$ cat config.mk
export PLATFORM = sky130hd
export DESIGN_NAME = tagged_linear_sorter
export DESIGN_NICKNAME = d
export VERILOG_FILES = /design/src/rtl/sorter_pkg.sv /design/src/rtl/sort_node.sv /design/src/rtl/sort_flags.sv /design/src/rtl/tagged_linear_sorter.sv
export SDC_FILE = /design/constraint.sdc
export NUM_CORES = 1
export LEC_CHECK = 0
export BUFFER_PORTS_ARGS = -buffer_cell sky130_fd_sc_hd__buf_2
export CAP_MARGIN = 25
export CORE_ASPECT_RATIO = 1.25
export CORE_MARGIN = 2
export CORE_UTILIZATION = 50
export CTS_BUF_LIST = sky130_fd_sc_hd__clkbuf_16
export DETAILED_ROUTE_END_ITERATION = 8
export PLACE_DENSITY = 0.71
export REMOVE_ABC_BUFFERS = 1
export SLEW_MARGIN = 20
export SYNTH_ARGS = -nofsm -noshare
export SYNTH_HDL_FRONTEND = slang
export SYNTH_SLANG_ARGS = --single-unit
$ cat constraint.sdc
create_clock -name clk -period 4.5 [get_ports clk]
set_clock_uncertainty 0.2 [all_clocks]
set_input_delay 0.45 -clock clk [delete_from_list [all_inputs] [get_ports clk]]
set_output_delay 0.45 -clock clk [all_outputs]
set_load 0.01 [all_outputs]
$ cat src/rtl/sorter_pkg.sv
package sorter_pkg;
    typedef enum logic [1:0] {
        OP_HOLD       = 2'd0,
        OP_INSERT     = 2'd1,
        OP_FROM_LEFT  = 2'd2,
        OP_FROM_RIGHT = 2'd3
    } node_op_e;
endpackage

$ cat src/rtl/sort_node.sv
module sort_node
    import sorter_pkg::*;
#(
    parameter int TAG_W   = 8,
    parameter int DATA_W  = 8,
    parameter bit ASCEND  = 1'b1,
    parameter bit IS_HEAD = 1'b0
) (
    input  logic              clk,
    input  logic              rst,
    input  logic              ins_v,
    input  logic [TAG_W-1:0]  ins_tag,
    input  logic [DATA_W-1:0] ins_data,
    input  logic              del,
    input  logic              l_v,
    input  logic [TAG_W-1:0]  l_tag,
    input  logic [DATA_W-1:0] l_data,
    input  logic              r_v,
    input  logic [TAG_W-1:0]  r_tag,
    input  logic [DATA_W-1:0] r_data,
    output logic              q_v,
    output logic [TAG_W-1:0]  q_tag,
    output logic [DATA_W-1:0] q_data
);
    node_op_e op;
    logic     nb_own, nb_left, nb_right;

    // new tag strictly ranks before the compared tag
    assign nb_own   = ASCEND ? (ins_tag < q_tag) : (ins_tag > q_tag);
    assign nb_left  = ASCEND ? (ins_tag < l_tag) : (ins_tag > l_tag);
    assign nb_right = ASCEND ? (ins_tag < r_tag) : (ins_tag > r_tag);

    always_comb begin
        op = OP_HOLD;
        if (ins_v && del) begin
            if (r_v && !nb_right)
                op = OP_FROM_RIGHT;
            else if (IS_HEAD || (q_v && !nb_own))
                op = OP_INSERT;
        end else if (del) begin
            op = OP_FROM_RIGHT;
        end else if (ins_v) begin
            if (q_v ? nb_own : (IS_HEAD || l_v))
                op = (!IS_HEAD && l_v && nb_left) ? OP_FROM_LEFT : OP_INSERT;
        end
    end

    always_ff @(posedge clk) begin
        if (rst) begin
            q_v <= 1'b0;
        end else begin
            unique case (op)
                OP_HOLD: ;
                OP_INSERT: begin
                    q_v    <= 1'b1;
                    q_tag  <= ins_tag;
                    q_data <= ins_data;
                end
                OP_FROM_LEFT: begin
                    q_v    <= l_v;
                    q_tag  <= l_tag;
                    q_data <= l_data;
                end
                OP_FROM_RIGHT: begin
                    q_v    <= r_v;
                    q_tag  <= r_tag;
                    q_data <= r_data;
                end
                default: ;
            endcase
        end
    end


    insert_keeps_entry_chk: assert property (@(posedge clk) disable iff (rst)
        (ins_v && !del && q_v) |=> q_v);
endmodule

$ cat src/rtl/sort_flags.sv
module sort_flags #(
    parameter int DEPTH = 8
) (
    input  logic [DEPTH-1:0] vld,
    input  logic             ins_v,
    output logic             almost_full
);
    assign almost_full = ins_v && ($countones(vld) == DEPTH - 1);
endmodule

$ cat src/rtl/tagged_linear_sorter.sv
module tagged_linear_sorter
    import sorter_pkg::*;
#(
    parameter int TAG_W  = 8,
    parameter int DATA_W = 8,
    parameter int DEPTH  = 8,
    parameter bit ASCEND = 1'b1
) (
    input  logic                    clk,
    input  logic                    rst,
    input  logic                    ins_valid,
    input  logic [TAG_W-1:0]        ins_tag,
    input  logic [DATA_W-1:0]       ins_data,
    input  logic                    del_req,
    output logic                    head_valid,
    output logic [TAG_W-1:0]        head_tag,
    output logic [DATA_W-1:0]       head_data,
    output logic [DEPTH-1:0]        node_valid,
    output logic [DEPTH*TAG_W-1:0]  node_tags,
    output logic [DEPTH*DATA_W-1:0] node_data,
    output logic                    almost_full
);
    localparam int EXT = DEPTH + 2;

    logic              v_ext [0:EXT-1];
    logic [TAG_W-1:0]  t_ext [0:EXT-1];
    logic [DATA_W-1:0] d_ext [0:EXT-1];
    logic              del_eff;

    // a remove only acts when node 0 holds an entry
    assign del_eff = del_req && v_ext[1];

    assign v_ext[0]     = 1'b0;
    assign t_ext[0]     = '0;
    assign d_ext[0]     = '0;
    assign v_ext[EXT-1] = 1'b0;
    assign t_ext[EXT-1] = '0;
    assign d_ext[EXT-1] = '0;

    for (genvar i = 0; i < DEPTH; i++) begin : g_node
        sort_node #(
            .TAG_W  (TAG_W),
            .DATA_W (DATA_W),
            .ASCEND (ASCEND),
            .IS_HEAD(i == 0)
        ) u_node (
            .clk     (clk),
            .rst     (rst),
            .ins_v   (ins_valid),
            .ins_tag (ins_tag),
            .ins_data(ins_data),
            .del     (del_eff),
            .l_v     (v_ext[i]),
            .l_tag   (t_ext[i]),
            .l_data  (d_ext[i]),
            .r_v     (v_ext[i+2]),
            .r_tag   (t_ext[i+2]),
            .r_data  (d_ext[i+2]),
            .q_v     (v_ext[i+1]),
            .q_tag   (t_ext[i+1]),
            .q_data  (d_ext[i+1])
        );
        assign node_valid[i]                 = v_ext[i+1];
        assign node_tags[i*TAG_W +: TAG_W]   = t_ext[i+1];
        assign node_data[i*DATA_W +: DATA_W] = d_ext[i+1];
    end

    assign head_valid = v_ext[1];
    assign head_tag   = t_ext[1];
    assign head_data  = d_ext[1];

    sort_flags #(.DEPTH(DEPTH)) u_flags (
        .vld        (node_valid),
        .ins_v      (ins_valid),
        .almost_full(almost_full)
    );


    reset_empty_chk: assert property (@(posedge clk) rst |=> !head_valid);


    empty_del_ignored_chk: assert property (@(posedge clk) disable iff (rst)
        (!ins_valid && del_req && !head_valid) |=> (node_valid == '0));


    del_moves_head_chk: assert property (@(posedge clk) disable iff (rst)
        (!ins_valid && del_req && node_valid[1]) |=> (head_tag == $past(node_tags[2*TAG_W-1:TAG_W])));


    almost_full_fills_chk: assert property (@(posedge clk) disable iff (rst)
        (almost_full && !del_req) |=> node_valid[DEPTH-1]);


    not_almost_full_chk: assert property (@(posedge clk) disable iff (rst)
        (ins_valid && !almost_full && !del_req && !node_valid[DEPTH-1] && !node_valid[DEPTH-2]) |=> !node_valid[DEPTH-1]);

    for (genvar i = 0; i + 1 < DEPTH; i++) begin : g_chk

        no_gap_chk: assert property (@(posedge clk) disable iff (rst)
            node_valid[i+1] |-> node_valid[i]);

        in_order_chk: assert property (@(posedge clk) disable iff (rst)
            node_valid[i+1] |-> (ASCEND ? (t_ext[i+2] >= t_ext[i+1]) : (t_ext[i+2] <= t_ext[i+1])));
    end
endmodule

==> results of run 1 <==
-- final cells by class --
cell class | instances | share of cell area (%)
tap | 224 | 2.71
multi-input combinational | 556 | 40.8
clock buffer | 17 | 4.11
inverter | 79 | 2.87
clock inverter | 12 | 0.883
sequential | 136 | 38.7
timing repair buffer | 194 | 9.89
-- worst max-delay path by stage --
stage	slack [ns]	cells past startpoint	from	end
2_1_floorplan	0.42	8	g_node[4].u_node.q_tag[1]	g_node[4].u_node.q_data[0]
4_1_cts	0.56	8	g_node[7].u_node.q_v	almost_full
5_1_grt	0.34	8	g_node[7].u_node.q_v	almost_full
3_3_place_gp	0.73	9	ins_tag[5]	g_node[1].u_node.q_data[7]
6_report	0.60	8	g_node[7].u_node.q_v	almost_full
3_5_place_dp	0.62	9	ins_tag[5]	g_node[1].u_node.q_data[1]
-- routing by layer --
metal  GRT usage, %  up-vias  share of wire, %
li1               -     3384                 -
met1           35.8     3448                41
met2           43.7      332                49
met3           5.97       34               7.3
met4           8.28        2               1.8
met5              0        -             0.044
-- kinds of logic (layout without fill, tap and decap cells) --
family	count (synthesis)	count (layout)
compound gates	223	223
fa+ha+maj	66	66
buf+inv	157	302
flops	136	136
mux	91	91
simple gates	176	176
-- worst min-delay path, stage by stage --
cell                      delay (ns)
sky130_fd_sc_hd__buf_2          0.14
sky130_fd_sc_hd__a21o_1         0.12
sky130_fd_sc_hd__a21oi_1        0.06
-- stage by stage --
stage | instances | util (%) | area [µm²] | total power [mW] | hold slack (ns)
floorplan | 771 | - | 8500 | 2.17 | 0.319
global placement | 1189 | 56.2 | 9830 | 2.47 | 0.406
detailed placement | 1189 | 56.2 | 9830 | 2.49 | 0.408
CTS | 1218 | 59.1 | 10300 | 3.76 | 0.182
global route | 1218 | 59.1 | 10300 | 3.92 | 0.208
finish | 1218 | 59.1 | 10300 | 3.74 | 0.208
-- sequential cells by signal (all words and copies together) (netlist names) --
name / cells
g_node.u_node.q_data: 64
g_node.u_node.q_tag: 64
g_node.u_node.q_v: 8
-- power groups by stage --
stage	clock [mW]	sequential (mW)	combinational (mW)
after global placement	0	1.65	0.819
after detailed placement	0	1.65	0.845
after global routing	1.34	1.64	0.945
after floorplan	0	1.66	0.513
after CTS	1.28	1.63	0.846
final	1.27	1.63	0.846
-- cells in the final DEF (no fill, tap or decap), types with 7 or more instances in the layout --
cell type,count
sky130_fd_sc_hd__or3_1,9
sky130_fd_sc_hd__a211oi_1,7
sky130_fd_sc_hd__inv_1,81
sky130_fd_sc_hd__mux2_2,33
sky130_fd_sc_hd__buf_2,173
sky130_fd_sc_hd__dfxtp_1,8
sky130_fd_sc_hd__nand2_1,46
sky130_fd_sc_hd__buf_4,21
sky130_fd_sc_hd__nor2_1,62
sky130_fd_sc_hd__nand2b_1,11
sky130_fd_sc_hd__clkbuf_16,17
sky130_fd_sc_hd__o21ai_0,50
sky130_fd_sc_hd__a21o_1,21
sky130_fd_sc_hd__ha_1,62
sky130_fd_sc_hd__a21oi_1,57
sky130_fd_sc_hd__mux2i_1,56
sky130_fd_sc_hd__a221o_1,7
sky130_fd_sc_hd__o221a_2,16
sky130_fd_sc_hd__o21a_1,7
sky130_fd_sc_hd__nand3_1,22
sky130_fd_sc_hd__a22o_1,9
sky130_fd_sc_hd__edfxtp_1,128
==> impl_summary.md, run 1 <==
Floorplan
The initialized floorplan defines 54 standard-cell rows. The I/O pin total is 174. The horizontal die dimension is 124 µm. The area of the placeable core is 17,500 µm². From bottom edge to top edge, the die measures 153 µm. The initial core utilization is 51.1%. The die area is 19,000 µm².

Pwr
The switching share of power is 30.2%. The maximum resistive drop on vdd is 0.243 mV. The part of the power in registers is 43.5%. In this run the power density over the cells is 362 nW/µm². The total net switching power is 1.13 mW. The leakage power is 4.54 nW. Internal power comes to 2.61 mW. Per report_power, the combinational group accounts for 22.6% of the total. The share of power burned in the clock network is 33.9%.

Placement
The pre-CTS setup slack is 0.617 ns. The sum of net half-perimeters after detailed placement is 18,500 µm. Port buffering added 173 buffers. The final RePlAce weighted congestion is 0.915.

Drt
The detailed-route wire length per cell is 20.5 µm. The ratio of routed vias to standard cells is 5.91. The total number of vias is 7,200.

The count of routing violations after the opening detailed-route iteration is 577. The residual antenna-violating net count after detailed routing is 0. For this run, design rule violations remaining after detail routing come to 0. The count of TritonRoute iterations in the first routing pass is 5. Summed over all layers, the routed wires come to 24,900 µm.

Setup path
Walking the worst path, the cells encountered are ha_1 -> fa_1 -> fa_1 -> ha_1 -> inv_1 -> fa_1 -> nor3b_1 -> buf_2. The startpoint identified for the worst register-to-register timing path is g_node[1].u_node.q_tag[2]. In this run the register-to-register setup slack is 0.94 ns. In this design, the critical path's most frequently occurring cell is sky130_fd_sc_hd__fa_1. The data required time at the worst endpoint is 3.85 ns. The worst register-to-register path has a depth of 9. Of all nets on the critical path, the largest fanout is 10. The critical path contains buffers and inverters numbering 2 combined.

The largest individual stage delay along the critical path comes from the cell sky130_fd_sc_hd__dfxtp_1. The category of cells accounting for the largest share of critical-path delay is adder cells. By startpoint and endpoint, the worst setup path is classified as reg2out.

STA classifies the critical path startpoint as a flop. The endpoint identified for the worst register-to-register timing path is g_node[1].u_node.q_data[7]. For this run, the slowest stage of the critical path takes 0.57 ns. The worst setup path is captured at a primary output. The arrival time at the worst endpoint is 3.25 ns.

Timing
The count of final max-slew check failures was 0. Across all setup checks in the final design, the least slack found is 0.597 ns. Static timing analysis puts the maximum clock frequency at 0.256 GHz. The period utilization is 86.7%. The clock period minus final worst setup slack is 3.90 ns.

At the pin with the least slew margin, the transition time is 0.988 ns. Setup repair after global routing left no endpoint under its margin. Setup violations remaining at the end of the flow were counted as 0. The final-report hold violation count is 0. In the final timing run, aggregate negative setup slack is 0 ns. The relative slew slack is 34.2%.

Clocking
After clock tree synthesis, the clock-pin slew on the worst setup and hold paths is 0.06 ns. The number of clock sinks seen by CTS is 136. TritonCTS built the clock tree. CTS built an H-tree with a depth of 4. Buffers added to address setup during post-CTS repair amount to 0. The number of buffers created by CTS is 17.

No sink is reached through more buffers than the 2 on the longest clock path. The tree is rooted in a sky130_fd_sc_hd__clkbuf_16. The post-cts hold buffer count is 0. Post-CTS repair changed the size of 0 cells.

The source-to-sink clock delay at the later pin of the worst-skew pair is 0.42 ns.

Hold path
The startpoint identified for the worst hold timing path is del_req. The worst min-delay path endpoint is g_node[0].u_node.q_v. The worst hold path depth is 3. The tightest min-delay check is of the in2reg type.

Synthesis
After Yosys synthesis, and, or, nand and nor cells account for 9.07% of the synthesized area. Counting every instance in the synthesized netlist gives 849. In the post-synthesis netlist, the biggest area contributors are sky130_fd_sc_hd__edfxtp_1 43%, sky130_fd_sc_hd__ha_1 8.7%, sky130_fd_sc_hd__mux2i_1 6.3%, sky130_fd_sc_hd__mux2_2 4.2%, sky130_fd_sc_hd__inv_1 3.3%.

The synthesized cell area is 8940 µm². The register bit total from synthesis is 136. The fraction of synthesized cell area taken by the top area cell type is 43.0%. Dividing the synthesized area by the synthesized cell count gives 10.5 µm². By count the netlist is led by 128 x sky130_fd_sc_hd__edfxtp_1, 79 x sky130_fd_sc_hd__inv_1, 62 x sky130_fd_sc_hd__ha_1, 62 x sky130_fd_sc_hd__nor2_1, 57 x sky130_fd_sc_hd__a21oi_1. The cell accounting for the most synthesized area is sky130_fd_sc_hd__edfxtp_1. The predominant post-synthesis flop cell is sky130_fd_sc_hd__edfxtp_1.

For this run, the number of Yosys warnings is 0. Counting flops with a built-in enable in the synthesized netlist gives 128. The count of different cell masters after synthesis is 65.

The synthesized netlist devotes 17.6% of its cell area to compound gates. The share of the Yosys chip area taken by registers is 44.8%. The adder-cell area share of the yosys netlist is 9.57%. Of the post-synthesis cell area, the part taken by muxes is 10.8%. By area, the combinational part of the netlist is dominated by compound AO/OA/AOI/OAI gates. Summing the areas of all xor and xnor instances in the mapped netlist gives 0% of the synthesized area. The most frequent cell after synthesis is sky130_fd_sc_hd__edfxtp_1. After synthesis, the share of flip-flops with an asynchronous set or reset is 0%.

Global routing
The initial antenna violation count is 1. The via count of the first global-routing pass is 7,020. The wire length of the first global-routing pass is 38,800 µm. The overall overflow remaining after global route is 0. The largest net degree at the start of global routing is 34. The total global-route track usage is 27.0%.

Layout
The synthesis-to-finish area growth is 15.7%. The antenna diode count is 0. The fraction of final layout cells with drive strength greater than 1 is 28.9%.

The final net count is 1,070. After filler insertion, the fill cell instance count of the layout stands at 1,504. In the final layout, the multi-input gates occupy 4230 µm². The sequential cells in the finished layout cover a total of 4000 µm².

Run status
The run finished with clean final reports.

Run
The number of max-capacitance violations reported is 0.
Power figures use the tool's default switching activity.
==> inputs of run 2 (changes only) <==
--- a/config.mk
+++ b/config.mk
@@ -13,7 +13,6 @@
 export CTS_BUF_LIST = sky130_fd_sc_hd__clkbuf_16
 export DETAILED_ROUTE_END_ITERATION = 8
 export PLACE_DENSITY = 0.71
-export REMOVE_ABC_BUFFERS = 1
 export SLEW_MARGIN = 20
 export SYNTH_ARGS = -nofsm -noshare
 export SYNTH_HDL_FRONTEND = slang
==> impl_summary.md, run 2 (synthesis results as in run 1) <==
Global routing
The total global-route track usage is 27.5% (was 27.0%). The wire length of the first global-routing pass is 39,500 µm (was 38,800 µm). The overall overflow remaining after global route came to 0 (unchanged). The via count of the first global-routing pass is 7,099 (was 7,020). The largest net degree at the start of global routing is 34 (unchanged). The initial antenna violation count was 0 (was 1).

Layout
The fraction of final layout cells with drive strength greater than 1 is 29.4% (was 28.9%). The final instance count without filler cells is 1,221 (was 1,218). Top Registers: g_node.u_node.q_data (64), g_node.u_node.q_tag (64), g_node.u_node.q_v (8) (unchanged). The antenna diode count came to 0 (unchanged). The leading cell type in the layout, fill and taps excluded is sky130_fd_sc_hd__buf_2 (unchanged). The final net count is 1,072 (was 1,070). The synthesis-to-finish area growth came to 16.6% (was 15.7%). Most frequent cells in the layout: 174 x sky130_fd_sc_hd__buf_2, 128 x sky130_fd_sc_hd__edfxtp_1, 81 x sky130_fd_sc_hd__inv_1 (was 173 x sky130_fd_sc_hd__buf_2, 128 x sky130_fd_sc_hd__edfxtp_1, 81 x sky130_fd_sc_hd__inv_1).

Placement
The count of buffers from port buffering came to 173 (unchanged). The final RePlAce weighted congestion is 0.904 (was 0.915). The placed cell count was 1,190 (was 1,189). The sum of net half-perimeters after detailed placement came to 18,800 µm (was 18,500 µm).

Timing
The count of final max-slew check failures is 0 (unchanged). The slew at the pin with the worst max-slew slack was 0.937 ns (was 0.988 ns). The clock period minus final worst setup slack is 3.85 ns (was 3.90 ns). The relative slew slack was 37.4% (was 34.2%). The total negative setup slack is 0 ns (unchanged). The final-report hold violation count is 0 (unchanged). RSZ-0062 raised after global routing: no (unchanged). The peak clock frequency supported by timing is 0.260 GHz (was 0.256 GHz). The total of endpoints with negative setup slack in the final report is 0 (unchanged). The period utilization is 85.6% (was 86.7%).

Setup path
The element type at the critical path end is a primary output (unchanged). The biggest fanout along the worst timing path is 9 (was 10). The arrival time at the worst endpoint is 3.20 ns (was 3.25 ns). The type of the worst setup path is reg2out (unchanged). The category of the worst setup path launch point is a flop (unchanged). The data required time at the worst endpoint is 3.85 ns (about the same).

Floorplan
The chip height is 153 µm (unchanged). The I/O pin total came to 174 (unchanged). The horizontal die dimension came to 124 µm (unchanged). The initial core utilization is 51.1% (unchanged).

The number of placement rows is 54 (unchanged). The die area is 19,000 µm² (unchanged). The area of the placeable core is 17,500 µm² (unchanged).

Pwr
The share of power burned in the clock network is 36.3% (was 33.9%). The internal portion of total power came to 2.74 mW (was 2.61 mW). The part of the power in registers came to 41.8% (was 43.5%).

The maximum resistive drop on vdd is 0.250 mV (was 0.243 mV). The switching share of power was 29.7% (was 30.2%). The ratio of total power to cell area is 373 nW/µm² (was 362 nW/µm²).

The part of the power in combinational logic is 21.9% (was 22.6%). The leakage power is 4.58 nW (was 4.54 nW). The total net switching power is 1.16 mW (was 1.13 mW).

Clocking
The number of resized instances in the post-cts repair step is 0 (unchanged). The count of H-tree levels built during CTS is 4 (unchanged). The buffer count from post-CTS setup fixing is 0 (unchanged). The source-to-sink clock delay at the later pin of the worst-skew pair is 0.42 ns (about the same). The number of buffers created by CTS came to 17 (unchanged).

The cell at the root of the clock tree is sky130_fd_sc_hd__clkbuf_16 (unchanged). The CTS tree was yes (unchanged). The post-cts hold buffer count is 0 (unchanged).

The post-CTS clock slew at the launch and capture registers of the worst setup and hold paths came to 0.06 ns (about the same). The worst-case clock buffer depth is 2 (unchanged). The number of clock sinks seen by CTS is 136 (unchanged).

Drt
The count of TritonRoute iterations in the first routing pass is 6 (was 5). The residual antenna-violating net count after detailed routing is 0 (unchanged). The ratio of routed vias to standard cells is 5.96 (was 5.91). The total number of vias is 7,275 (was 7,200). The total length of routed wires is 25,700 µm (was 24,900 µm).

The count of routing violations after the opening detailed-route iteration is 756 (was 577). The detailed-route wire length per cell is 21.0 µm (was 20.5 µm). The DRC violations left is 0 (unchanged).

Run status
Result of the run: finished clean (unchanged).

Run
The number of max-capacitance violations reported is 0 (unchanged).

Hold path
The path category of the worst min-delay check is in2reg (unchanged).

Synthesis
When the netlist entered floorplanning its net count stood at 935.
-- run 2: changes by cell type in the layout (fill, tap and decap cells not counted) --
cell,previous run,this run
sky130_fd_sc_hd__buf_2,173,174
sky130_fd_sc_hd__buf_4,21,22
sky130_fd_sc_hd__bufinv_16,1,3
sky130_fd_sc_hd__clkinv_1,3,0
sky130_fd_sc_hd__clkinv_2,2,1
sky130_fd_sc_hd__clkinvlp_4,2,4
sky130_fd_sc_hd__inv_6,0,1
-- run 2: final cells by class --
class	instances	area (µm²)
inverter	79	297
fill	1497	7070
sequential	136	4000
multi-input combinational	556	4230
clock inverter	13	159
clock buffer	17	425
timing repair buffer	196	1040
tap	224	280
-- run 2: path summary, 6_finish.rpt --
check / from / end / slack, ns / depth (start not counted)
worst min-delay path: del_req / g_node[0].u_node.q_v / 0.23 / 3
worst min register to register: g_node[1].u_node.q_data[6] / g_node[0].u_node.q_data[6] / 0.42 / 1
worst max-delay path: g_node[2].u_node.q_v / almost_full / 0.65 / 8
worst max register to register: g_node[1].u_node.q_tag[5] / g_node[1].u_node.q_data[4] / 0.98 / 10
-- run 2: metrics by stage --
step                      cell area, µm²  setup slack (ns)  utilization (%)  total power, mW  hold WS (ns)
final                              10400             0.650             59.6             3.89         0.232
after global routing               10400             0.459             59.6             4.07         0.243
after CTS                          10400             0.617             59.6             3.90         0.211
after detailed placement            9840             0.692             56.2             2.50         0.399
after global placement              9840             0.810             56.2             2.48         0.405
after floorplan                     8940             0.955                -             2.23         0.347
-- run 2: power groups by stage --
stage	registers [mW]	clock network, mW	logic (mW)
4_1_cts	1.63	1.42	0.852
2_1_floorplan	1.64	0	0.589
5_1_grt	1.64	1.48	0.950
3_3_place_gp	1.66	0	0.823
6_report	1.63	1.41	0.852
3_5_place_dp	1.65	0	0.847
-- run 2: worst max-delay path, stage by stage (launching register included) --
cell                      delay [ns]
sky130_fd_sc_hd__dfxtp_1        0.56
sky130_fd_sc_hd__ha_1           0.24
sky130_fd_sc_hd__fa_1           0.44
sky130_fd_sc_hd__fa_1           0.49
sky130_fd_sc_hd__ha_1           0.20
sky130_fd_sc_hd__inv_1          0.07
sky130_fd_sc_hd__fa_1           0.40
sky130_fd_sc_hd__nor3b_1        0.20
sky130_fd_sc_hd__buf_2          0.17
-- run 2: layer usage --
metal,share of wire [%],vias to the layer above,GRT usage (%)
li1,-,3381,-
met1,39,3466,34.2
met2,50,358,45.2
met3,7.2,70,5.45
met4,3.9,0,13.3
met5,0,-,0
